<file path="src/rtl/pd_seq_pkg.sv">
package pd_seq_pkg;
  localparam int CTRL_W    = 7;
  localparam int CB_RST_N  = 0;
  localparam int CB_ISO    = 1;
  localparam int CB_PON    = 2;
  localparam int CB_PON2   = 3;
  localparam int CB_CLKDIS = 4;
  localparam int CB_SCKISO = 5;
  localparam int CB_SISO_N = 6;
  localparam logic [CTRL_W-1:0] CTRL_RESET = 7'b0110010;

  typedef enum logic [3:0] {
    ST_IDLE, ST_PON, ST_PON2, ST_WAIT_PWR, ST_CLK_ON, ST_ISO_OFF, ST_RST_REL,
    ST_SRAM_ON, ST_WAIT_SRAM, ST_SISO_REL, ST_SDLY, ST_SCK_REL, ST_FIN
  } seq_state_e;
endpackage

</file>
<file path="src/rtl/pd_seq_unlock.sv">
module pd_seq_unlock #(
  parameter logic [15:0] KEY = 16'h5A3C
) (
  input  logic        clk_i,
  input  logic        rst_ni,
  input  logic        we_i,
  input  logic [31:0] wdata_i,
  output logic        unlocked_o
);
  logic unlocked_q;
  logic key_hit;
  logic unused_mid;

  assign key_hit    = we_i && (wdata_i[31:16] == KEY) && wdata_i[0];
  assign unused_mid = ^wdata_i[15:1];

  always_ff @(posedge clk_i or negedge rst_ni) begin
    if (!rst_ni) unlocked_q <= 1'b0;
    else if (key_hit) unlocked_q <= 1'b1;
  end

  assign unlocked_o = unlocked_q;
endmodule

</file>
<file path="src/rtl/pd_seq_timer.sv">
module pd_seq_timer #(
  parameter int CNT_W = 8
) (
  input  logic             clk_i,
  input  logic             rst_ni,
  input  logic             load_i,
  input  logic [CNT_W-1:0] load_val_i,
  input  logic             dec_i,
  output logic             zero_o
);
  logic [CNT_W-1:0] cnt_q;

  always_ff @(posedge clk_i or negedge rst_ni) begin
    if (!rst_ni)                    cnt_q <= '0;
    else if (load_i)                cnt_q <= load_val_i;
    else if (dec_i && cnt_q != '0)  cnt_q <= cnt_q - 1'b1;
  end

  assign zero_o = (cnt_q == '0);
endmodule

</file>
<file path="src/rtl/pd_seq_fsm.sv">
module pd_seq_fsm
  import pd_seq_pkg::*;
#(
  parameter int          SRAM_W   = 4,
  parameter int          CNT_W    = 8,
  parameter int unsigned DLY_LOAD = 0,
  parameter int unsigned TMO_LOAD = 0,
  parameter bit          TMO_EN   = 1'b1
) (
  input  logic              clk_i,
  input  logic              rst_ni,
  input  logic              unlocked_i,
  input  logic              start_i,
  input  logic              cap_i,
  input  logic              ack1_i,
  input  logic              ack2_i,
  input  logic [SRAM_W-1:0] sram_ack_i,
  input  logic [SRAM_W-1:0] pdn_mask_i,
  input  logic [SRAM_W-1:0] ack_mask_i,
  input  logic              tmr_zero_i,
  output logic              tmr_load_o,
  output logic [CNT_W-1:0]  tmr_val_o,
  output logic              tmr_dec_o,
  output logic [CTRL_W-1:0] ctrl_o,
  output logic [SRAM_W-1:0] sram_pdn_o,
  output logic              busy_o,
  output logic              done_o,
  output logic              err_o
);
  seq_state_e        st_q, st_d;
  logic [CTRL_W-1:0] ctrl_q, ctrl_d;
  logic [SRAM_W-1:0] pdn_q, pdn_d;
  logic              err_q, err_d;
  logic              tmo_hit;
  logic              pwr_ok;
  logic              sram_ok;

  generate
    if (TMO_EN) begin : g_tmo
      assign tmo_hit = tmr_zero_i;
    end else begin : g_no_tmo
      assign tmo_hit = 1'b0;
    end
  endgenerate

  assign pwr_ok  = ack1_i & ack2_i;
  assign sram_ok = ~|(sram_ack_i & ack_mask_i);

  always_comb begin
    st_d       = st_q;
    ctrl_d     = ctrl_q;
    pdn_d      = pdn_q;
    err_d      = err_q;
    tmr_load_o = 1'b0;
    tmr_val_o  = CNT_W'(TMO_LOAD);
    tmr_dec_o  = 1'b0;
    unique case (st_q)
      ST_IDLE:  if (unlocked_i && start_i) st_d = ST_PON;
      ST_PON: begin
        ctrl_d[CB_PON] = 1'b1;
        st_d = ST_PON2;
      end
      ST_PON2: begin
        ctrl_d[CB_PON2] = 1'b1;
        tmr_load_o = 1'b1;
        st_d = ST_WAIT_PWR;
      end
      ST_WAIT_PWR: begin
        tmr_dec_o = 1'b1;
        if (pwr_ok) st_d = ST_CLK_ON;
        else if (tmo_hit) begin
          err_d = 1'b1;
          st_d  = ST_IDLE;
        end
      end
      ST_CLK_ON: begin
        ctrl_d[CB_CLKDIS] = 1'b0;
        st_d = ST_ISO_OFF;
      end
      ST_ISO_OFF: begin
        ctrl_d[CB_ISO] = 1'b0;
        st_d = ST_RST_REL;
      end
      ST_RST_REL: begin
        ctrl_d[CB_RST_N] = 1'b1;
        st_d = ST_SRAM_ON;
      end
      ST_SRAM_ON: begin
        pdn_d = pdn_q & ~pdn_mask_i;
        tmr_load_o = 1'b1;
        st_d = ST_WAIT_SRAM;
      end
      ST_WAIT_SRAM: begin
        tmr_dec_o = 1'b1;
        if (sram_ok) st_d = cap_i ? ST_SISO_REL : ST_FIN;
        else if (tmo_hit) begin
          err_d = 1'b1;
          st_d  = ST_IDLE;
        end
      end
      ST_SISO_REL: begin
        ctrl_d[CB_SISO_N] = 1'b1;
        tmr_load_o = 1'b1;
        tmr_val_o  = CNT_W'(DLY_LOAD);
        st_d = ST_SDLY;
      end
      ST_SDLY: begin
        tmr_dec_o = 1'b1;
        if (tmr_zero_i) st_d = ST_SCK_REL;
      end
      ST_SCK_REL: begin
        ctrl_d[CB_SCKISO] = 1'b0;
        st_d = ST_FIN;
      end
      ST_FIN:  st_d = ST_IDLE;
      default: st_d = ST_IDLE;
    endcase
  end

  always_ff @(posedge clk_i or negedge rst_ni) begin
    if (!rst_ni) begin
      st_q   <= ST_IDLE;
      ctrl_q <= CTRL_RESET;
      pdn_q  <= '1;
      err_q  <= 1'b0;
    end else begin
      st_q   <= st_d;
      ctrl_q <= ctrl_d;
      pdn_q  <= pdn_d;
      err_q  <= err_d;
    end
  end

  assign ctrl_o     = ctrl_q;
  assign sram_pdn_o = pdn_q;
  assign busy_o     = (st_q != ST_IDLE);
  assign done_o     = (st_q == ST_FIN);
  assign err_o      = err_q;
endmodule

</file>
<file path="src/rtl/pd_pwron_seq.sv">
module pd_pwron_seq
  import pd_seq_pkg::*;
#(
  parameter int          SRAM_W       = 4,
  parameter int unsigned CLK_FREQ_MHZ = 50,
  parameter int unsigned ACK_TIMEOUT  = 4096,
  parameter logic [15:0] UNLOCK_KEY   = 16'h5A3C
) (
  input  logic              clk_i,
  input  logic              rst_ni,
  input  logic              unlock_we_i,
  input  logic [31:0]       unlock_wdata_i,
  input  logic              start_i,
  input  logic              sram_iso_cap_i,
  input  logic              pwr_ack_i,
  input  logic              pwr_ack2_i,
  input  logic [SRAM_W-1:0] sram_ack_i,
  input  logic [SRAM_W-1:0] sram_pdn_mask_i,
  input  logic [SRAM_W-1:0] sram_ack_mask_i,
  output logic [CTRL_W-1:0] ctrl_o,
  output logic [SRAM_W-1:0] sram_pdn_o,
  output logic              busy_o,
  output logic              done_o,
  output logic              err_o
);
  localparam int unsigned MAX_CYC  = (ACK_TIMEOUT > CLK_FREQ_MHZ) ? ACK_TIMEOUT : CLK_FREQ_MHZ;
  localparam int          CNT_W    = $clog2(MAX_CYC + 1);
  localparam int unsigned DLY_LOAD = (CLK_FREQ_MHZ > 0) ? CLK_FREQ_MHZ - 1 : 0;
  localparam int unsigned TMO_LOAD = (ACK_TIMEOUT > 0) ? ACK_TIMEOUT - 1 : 0;
  localparam bit          TMO_EN   = (ACK_TIMEOUT > 0);

  logic             unlocked;
  logic             tmr_load;
  logic [CNT_W-1:0] tmr_val;
  logic             tmr_dec;
  logic             tmr_zero;

  pd_seq_unlock #(.KEY(UNLOCK_KEY)) u_unlock (
    .clk_i     (clk_i),
    .rst_ni    (rst_ni),
    .we_i      (unlock_we_i),
    .wdata_i   (unlock_wdata_i),
    .unlocked_o(unlocked)
  );

  pd_seq_timer #(.CNT_W(CNT_W)) u_timer (
    .clk_i     (clk_i),
    .rst_ni    (rst_ni),
    .load_i    (tmr_load),
    .load_val_i(tmr_val),
    .dec_i     (tmr_dec),
    .zero_o    (tmr_zero)
  );

  pd_seq_fsm #(
    .SRAM_W  (SRAM_W),
    .CNT_W   (CNT_W),
    .DLY_LOAD(DLY_LOAD),
    .TMO_LOAD(TMO_LOAD),
    .TMO_EN  (TMO_EN)
  ) u_fsm (
    .clk_i     (clk_i),
    .rst_ni    (rst_ni),
    .unlocked_i(unlocked),
    .start_i   (start_i),
    .cap_i     (sram_iso_cap_i),
    .ack1_i    (pwr_ack_i),
    .ack2_i    (pwr_ack2_i),
    .sram_ack_i(sram_ack_i),
    .pdn_mask_i(sram_pdn_mask_i),
    .ack_mask_i(sram_ack_mask_i),
    .tmr_zero_i(tmr_zero),
    .tmr_load_o(tmr_load),
    .tmr_val_o (tmr_val),
    .tmr_dec_o (tmr_dec),
    .ctrl_o    (ctrl_o),
    .sram_pdn_o(sram_pdn_o),
    .busy_o    (busy_o),
    .done_o    (done_o),
    .err_o     (err_o)
  );
endmodule

</file>
<file path="config.mk">
export PLATFORM = sky130hd
export DESIGN_NAME = pd_pwron_seq
export DESIGN_NICKNAME = d
export VERILOG_FILES = /design/src/rtl/pd_seq_pkg.sv /design/src/rtl/pd_seq_unlock.sv /design/src/rtl/pd_seq_timer.sv /design/src/rtl/pd_seq_fsm.sv /design/src/rtl/pd_pwron_seq.sv
export SDC_FILE = /design/constraint.sdc
export NUM_CORES = 1
export LEC_CHECK = 0
export BUFFER_PORTS_ARGS = -buffer_cell sky130_fd_sc_hd__buf_2
export CORE_UTILIZATION = 45
export DETAILED_ROUTE_END_ITERATION = 10
export GPL_TIMING_DRIVEN = 1
export PLACE_DENSITY = 0.8
export SLEW_MARGIN = 30
export SYNTH_ARGS = -nofsm -noshare
export SYNTH_HDL_FRONTEND = slang
export SYNTH_HIERARCHICAL = 1
export SYNTH_SLANG_ARGS = --single-unit
</file>
<file path="constraint.sdc">
create_clock -name clk_i -period 2.4 [get_ports clk_i]
set_input_delay 0 -clock clk_i [delete_from_list [all_inputs] [get_ports clk_i]]
set_output_delay 0 -clock clk_i [all_outputs]
set_load 0.01 [all_outputs]
</file>
==> metrics.txt, run 1 <==
Max-Cap Viols=0; pin count of the biggest net entering global routing=31; kind of critical path=register to register; root cell of the clock tree=clkbuf_8; Port Buffers=49; Starting Density=47.39%; share of layout cells above drive strength 1=between 30% and 40%; diode count=0; clk buf depth=2; fin crit share=92.30%; drt first pass iters=4; routed length per instance=14.27 um; H-tree depth=2; Yosys cell types=55; DIE AREA=4507 um^2; first-pass GRT wire length=7.327 mm; crit-path max FO=7; CP required=between 2 and 3 ns; final design utilization=57.79%; DRT iter0 DRCs=173; top-count cell post-synth=dfrtp_1; DR vias=1621; Clk Latency, worst-skew pair=0.29 ns; Setup Viol. Count Final=0; core area=4029 um^2; DIE WIDTH=67.14 um; max_slew headroom=53.73%; Worst path max stage delay=0.45 ns; Final Non-Filler Cells=309; largest area contributor in the netlist=dfrtp_1; CP arrival=~2.4 ns; routability cong.=0.8615; Critical-path top delay cell=dfrtp_1; crit end category=register; Max Clk Rate=0.4514 GHz; FFs w/ async S/R, synth=100.0%; die span in y=67.14 um; Rows=23; Leak Pwr=1.056 nW; DRT Wirelength=around 4.4 mm; TritonCTS clock tree=built; DRC violation count after routing=0; Ys Warns=6; share of the synthesized area in the top cell type=30.14%; power per cell area=1071 nW/um^2; DP Cell Count=292; Post-CTS Resized=0; antenna violations before repair=0; GR Overflow Total=0; total CTS buffers=5; worst-margin pin slew=0.6940 ns; top cells by count, synth=dfrtp_1, nor2_1, nand2_1; Final min period=~2.2 ns; cells along the critical path=nand2_1, mux2_2, nor2_1, and4bb_2, nand4_1, mux2_1, mux2_2; Primary FF master, synth=dfrtp_1; GR Util All Layers=22.01%; Clock Pin Slew Worst Setup and Hold Paths=0.07 ns; vias per cell=5.246; dpl hpwl=roughly 3.1 mm; Post-synth EDFFs=0; most frequent CP cell=mux2_2; Yosys reg bits=30; vias in the first global route=around 1.7k; antenna viol nets, final=0; Final Skew=0.01085 ns; Synth area leaders=dfrtp_1, dfstp_2, buf_4; worst hold margin=0.01535 ns; Hold Path Class=input pin to register; peak supply drop=0.0006390 V; status=completed; RSZ-0062 raised after global routing=no; # clock sinks=30; Final Hold Vio Count=0; cell count after synthesis=203; area grow syn2layout=21.95%; Final Max Tran Viols=0; sum of negative setup slack=0 ns; mean area per synthesized cell=9.406 um^2; register area share after synthesis=39.78%; Setup crit start kind=register; FF-to-FF setup slack=0.18 ns; io pins=65; number of nets in the layout=about 310; Synth Cell Area=roughly 1900 um^2
registers in the layout, summed over array words and instances (netlist names):
signal               count
u_fsm/ctrl_o             7
u_fsm/err_o              1
u_fsm/sram_pdn_o         4
u_fsm/st_q               4
u_timer/cnt_q           13
u_unlock/unlocked_o      1
report_power, final:
part / switching, W / internal [W] / total, W
clock network: 0.000198 / 0.000230 / 0.000428
registers: 0.000179 / 0.000664 / 0.000843
logic: 0.000665 / 0.000557 / 0.00122
total: 0.00104 / 0.00145 / 0.00249
routing by layer:
| metal | vias to the layer above | part of all wire (%) | GRT usage [%] |
|---|---|---|---|
| li1 | 821 | - | - |
| met1 | 752 | 42 | 24.76 |
| met2 | 39 | 51 | 39.38 |
| met3 | 9 | 4.7 | 5.405 |
| met4 | 0 | 2.2 | 9.043 |
| met5 | - | 0 | 0 |
worst max-delay path, delay by kind of cell (launching register included):
kind	cells	cell delay [ns]
muxes	3	0.86
and+or+nand+nor	4	0.78
DFF	1	0.45
timing repair:
action / CTS / global route
setup buffers: 0 / 0
hold buffers: 9 / 0
endpoints found under the hold margin: 29 / 0
stage by stage:
stage,cell area [um^2],worst slack (ns),power [W]
2_1_floorplan,1917,0.2467,0.001786
3_3_place_gp,2143,0.2887,0.001995
3_5_place_dp,2143,0.2200,0.002056
4_1_cts,2328,0.2021,0.002504
5_1_grt,2328,0.04479,0.002694
6_report,2328,0.1848,0.002493
cell families (layout without fill, tap and decap cells):
group / after synthesis / after routing / share of synthesized area, %
multiplexers: 5 / 5 / 2.818
AND/OR/NAND/NOR: 79 / 79 / 26.08
AO/OA/AOI/OAI: 52 / 52 / 19.40
adder cells (fa/ha/maj): 2 / 2 / 1.310
XOR/XNOR: 1 / 1 / 0.4588
flip-flops: 30 / 30 / 39.78
other: 2 / 4 / 0.3933
buffers and inverters: 32 / 86 / 9.764
final timing paths:
path                                              from                             to  cells past startpoint
min in group asynchronous                       rst_ni      u_fsm/st_q[0]$_DFFE_PN0P_                      2
setup / recovery             u_fsm/st_q[1]$_DFFE_PN0P_  u_timer/cnt_q[12]$_DFFE_PN0P_                      7
hold / removal                                 start_i      u_fsm/st_q[0]$_DFFE_PN0P_                      3
setup reg to reg             u_fsm/st_q[1]$_DFFE_PN0P_  u_timer/cnt_q[12]$_DFFE_PN0P_                      7
hold reg to reg            u_fsm/ctrl_o[5]$_DFFE_PN1P_    u_fsm/ctrl_o[5]$_DFFE_PN1P_                      2
max in group asynchronous                       rst_ni  u_timer/cnt_q[10]$_DFFE_PN0P_                      2
cell type report:
class / count / area, um^2
Sequential cell: 30 / 759.5
Fill cell: 361 / 1700
Tap cell: 50 / 62.56
Clock inverter: 2 / 12.51
Clock buffer: 6 / 82.58
Inverter: 12 / 45.04
Timing Repair Buffer: 66 / 395.4
Multi-Input combinational cell: 143 / 970.9
placed cells by master, fill, tap and decap left out, types with 4 or more instances in the layout:
cell type      synthesis  routed
a21oi_1                7       7
buf_2                  2      49
dfstp_2                7       7
a21boi_0               6       6
dfrtp_1               23      23
inv_1                 12      12
dlygate4sd3_1          0       9
and2_1                 4       4
clkbuf_8               0       6
nor2_1                22      22
buf_4                 13       8
a21o_1                 4       4
nand4_1                8       8
nand2_1               16      16
a31oi_1                6       6
conb_1                 2       4
o21ai_0                7       7
nor2b_1                7       7
(Power assumes the default switching activity.)
==> run 2, diff against run 1 <==
REMOVE_ABC_BUFFERS = 1   (was unset)
==> metrics.txt, run 2 (synthesis results as in run 1) <==
# clock sinks=30 (unchanged); clk buf depth=2 (unchanged); Final Hold Vio Count=0 (unchanged); share of layout cells above drive strength 1=32.30% (was 32.82%); Clk Latency, worst-skew pair=0.27 ns (was 0.29 ns); Leak Pwr=1.049 nW (was 1.056 nW); max reg flops=13 (unchanged); io pins=65 (unchanged); GR Util All Layers=20.76% (was 22.01%); Worst path max stage delay=0.39 ns (was 0.45 ns); Setup Viol. Count Final=0 (unchanged); area grow syn2layout=20.84% (was 21.95%); cells along the critical path=buf_4, nor2b_1, and3_1, o21bai_1, nand2b_1, o21ai_0, or3b_1 (was nand2_1, mux2_2, nor2_1, and4bb_2, nand4_1, mux2_1, mux2_2); worst hold margin=0.01188 ns (was 0.01535 ns); power per cell area=1060 nW/um^2 (was 1071 nW/um^2); Setup crit start=u_fsm/st_q[3]$_DFFE_PN0P_ (was u_fsm/st_q[1]$_DFFE_PN0P_); drt first pass iters=4 (unchanged); Clock Pin Slew Worst Setup and Hold Paths=0.06 ns (was 0.07 ns); Biggest register=u_timer/cnt_q (unchanged); core area=4029 um^2 (unchanged); Max Clk Rate=0.4517 GHz (was 0.4514 GHz); dpl hpwl=2.937 mm (was 3.079 mm); total CTS buffers=5 (unchanged); crit end category=register (unchanged); crit-path max FO=12 (was 7); reg2reg start=u_fsm/st_q[3]$_DFFE_PN0P_ (was u_fsm/st_q[1]$_DFFE_PN0P_); antenna violations before repair=0 (unchanged); diode count=0 (unchanged); most frequent cells in the layout=buf_2, dfrtp_1, nor2_1 (unchanged); TritonCTS clock tree=built (unchanged); Final Skew=0.003694 ns (was 0.01085 ns); DIE WIDTH=67.14 um (unchanged); Port Buffers=49 (unchanged); most common cell after layout, fill and taps aside=buf_2 (unchanged); DRT Wirelength=4.054 mm (was 4.409 mm); number of post-CTS setup repair buffers=0 (unchanged); Rows=23 (unchanged); number of nets in the layout=309 (was 311); H-tree depth=2 (unchanged); root cell of the clock tree=clkbuf_8 (unchanged); Cells on Worst Hold Path=3 (unchanged); Worst Setup EP=u_timer/cnt_q[11]$_DFFE_PN0P_ (was u_timer/cnt_q[12]$_DFFE_PN0P_); max_slew headroom=55.34% (was 53.73%); vias in the first global route=1613 (was 1688); FF-to-FF setup slack=0.19 ns (was 0.18 ns); final design utilization=57.27% (was 57.79%); CP required=2.55 ns (was 2.57 ns); status=completed (unchanged); DRT iter0 DRCs=33 (was 173); Critical-path top delay cell=dfrtp_1 (unchanged); DRC violation count after routing=0 (unchanged); kind of critical path=register to register (unchanged); routed length per instance=13.21 um (was 14.27 um); CP arrival=2.36 ns (was 2.39 ns); Starting Density=47.39% (unchanged); reg-to-reg endpoint=u_timer/cnt_q[11]$_DFFE_PN0P_ (was u_timer/cnt_q[12]$_DFFE_PN0P_); GR Overflow Total=0 (unchanged); Max-Cap Viols=0 (unchanged); Final min period=2.214 ns (was 2.215 ns); R2R depth=7 (unchanged); pin count of the biggest net entering global routing=31 (unchanged); Hold Path Class=input pin to register (unchanged); worst-margin pin slew=0.6700 ns (was 0.6940 ns); Final Max Tran Viols=0 (unchanged); die span in y=67.14 um (unchanged); antenna viol nets, final=0 (unchanged); RSZ-0062 raised after global routing=no (unchanged); fin crit share=92.24% (was 92.30%); Setup crit start kind=register (unchanged); peak supply drop=0.0005545 V (was 0.0006390 V); DIE AREA=4507 um^2 (unchanged); vias per cell=5.313 (was 5.246); first-pass GRT wire length=6.969 mm (was 7.327 mm); routability cong.=0.7784 (was 0.8615); DR vias=1631 (was 1621)
## run 2: changes by cell type in the layout (fill, tap and decap cells not counted), sizes merged
cell         change
dlygate4sd3      -1
buf              -1
clkinvlp         -1
clkbuf           +1
## run 2: routing by layer
| layer | share of wire (%) | track usage, % | vias up |
|---|---|---|---|
| met4 | 1.6 | 9.309 | 0 |
| met1 | 42 | 23.93 | 771 |
| met5 | 0 | 0 | - |
| li1 | - | - | 813 |
| met3 | 4.0 | 5.743 | 8 |
| met2 | 52 | 35.63 | 39 |
## run 2: repair_timing
item                                   CTS  global route
endpoints found under the hold margin   28             0
resized for setup                        0             0
hold buffers                             8             0
## run 2: final cells by class
type                            instances  area, um^2
Clock buffer                            7       86.33
Clock inverter                          1       5.005
Fill cell                             370        1722
Inverter                               12       45.04
Multi-Input combinational cell        143       970.9
Sequential cell                        30       759.5
Tap cell                               50       62.56
Timing Repair Buffer                   64       377.9
## run 2: stage by stage
stage / total power [W] / TNS, ns / instance area [um^2] / cells / setup WS [ns]
CTS: 0.002464 / 0 / 2307 / 307 / 0.1655
finish: 0.002446 / 0 / 2307 / 307 / 0.1862
detailed placement: 0.002033 / 0 / 2136 / 291 / 0.2063
global placement: 0.001982 / 0 / 2136 / 291 / 0.2389
floorplan: 0.001680 / -0.6720 / 1775 / 185 / -0.3070
global route: 0.002666 / 0 / 2307 / 307 / 0.007743
## run 2: how the worst min path moves through the flow
stage                                   end  slack [ns]      startpoint
6_report          u_fsm/st_q[0]$_DFFE_PN0P_        0.01  sram_iso_cap_i
3_3_place_gp   u_timer/cnt_q[6]$_DFFE_PN0P_        0.07          rst_ni
2_1_floorplan   u_fsm/ctrl_o[0]$_DFFE_PN0P_       -0.30          rst_ni
3_5_place_dp   u_timer/cnt_q[4]$_DFFE_PN0P_        0.08          rst_ni
5_1_grt           u_fsm/st_q[0]$_DFFE_PN0P_        0.02  sram_iso_cap_i
4_1_cts           u_fsm/st_q[0]$_DFFE_PN0P_        0.01  sram_iso_cap_i
## run 2: power by group
group	total, W	switching, W	internal, W
clock	0.000407	0.000176	0.000231
sequential	0.000829	0.000164	0.000665
combinational	0.00121	0.000663	0.000547
## run 2: critical path: cells and delay by family, from the launching register on
kind                   cells  cell delay [ns]
AOI/OAI and AO/OA          2             0.30
DFF                        1             0.39
buffers and inverters      1             0.18
and+or+nand+nor            4             1.20
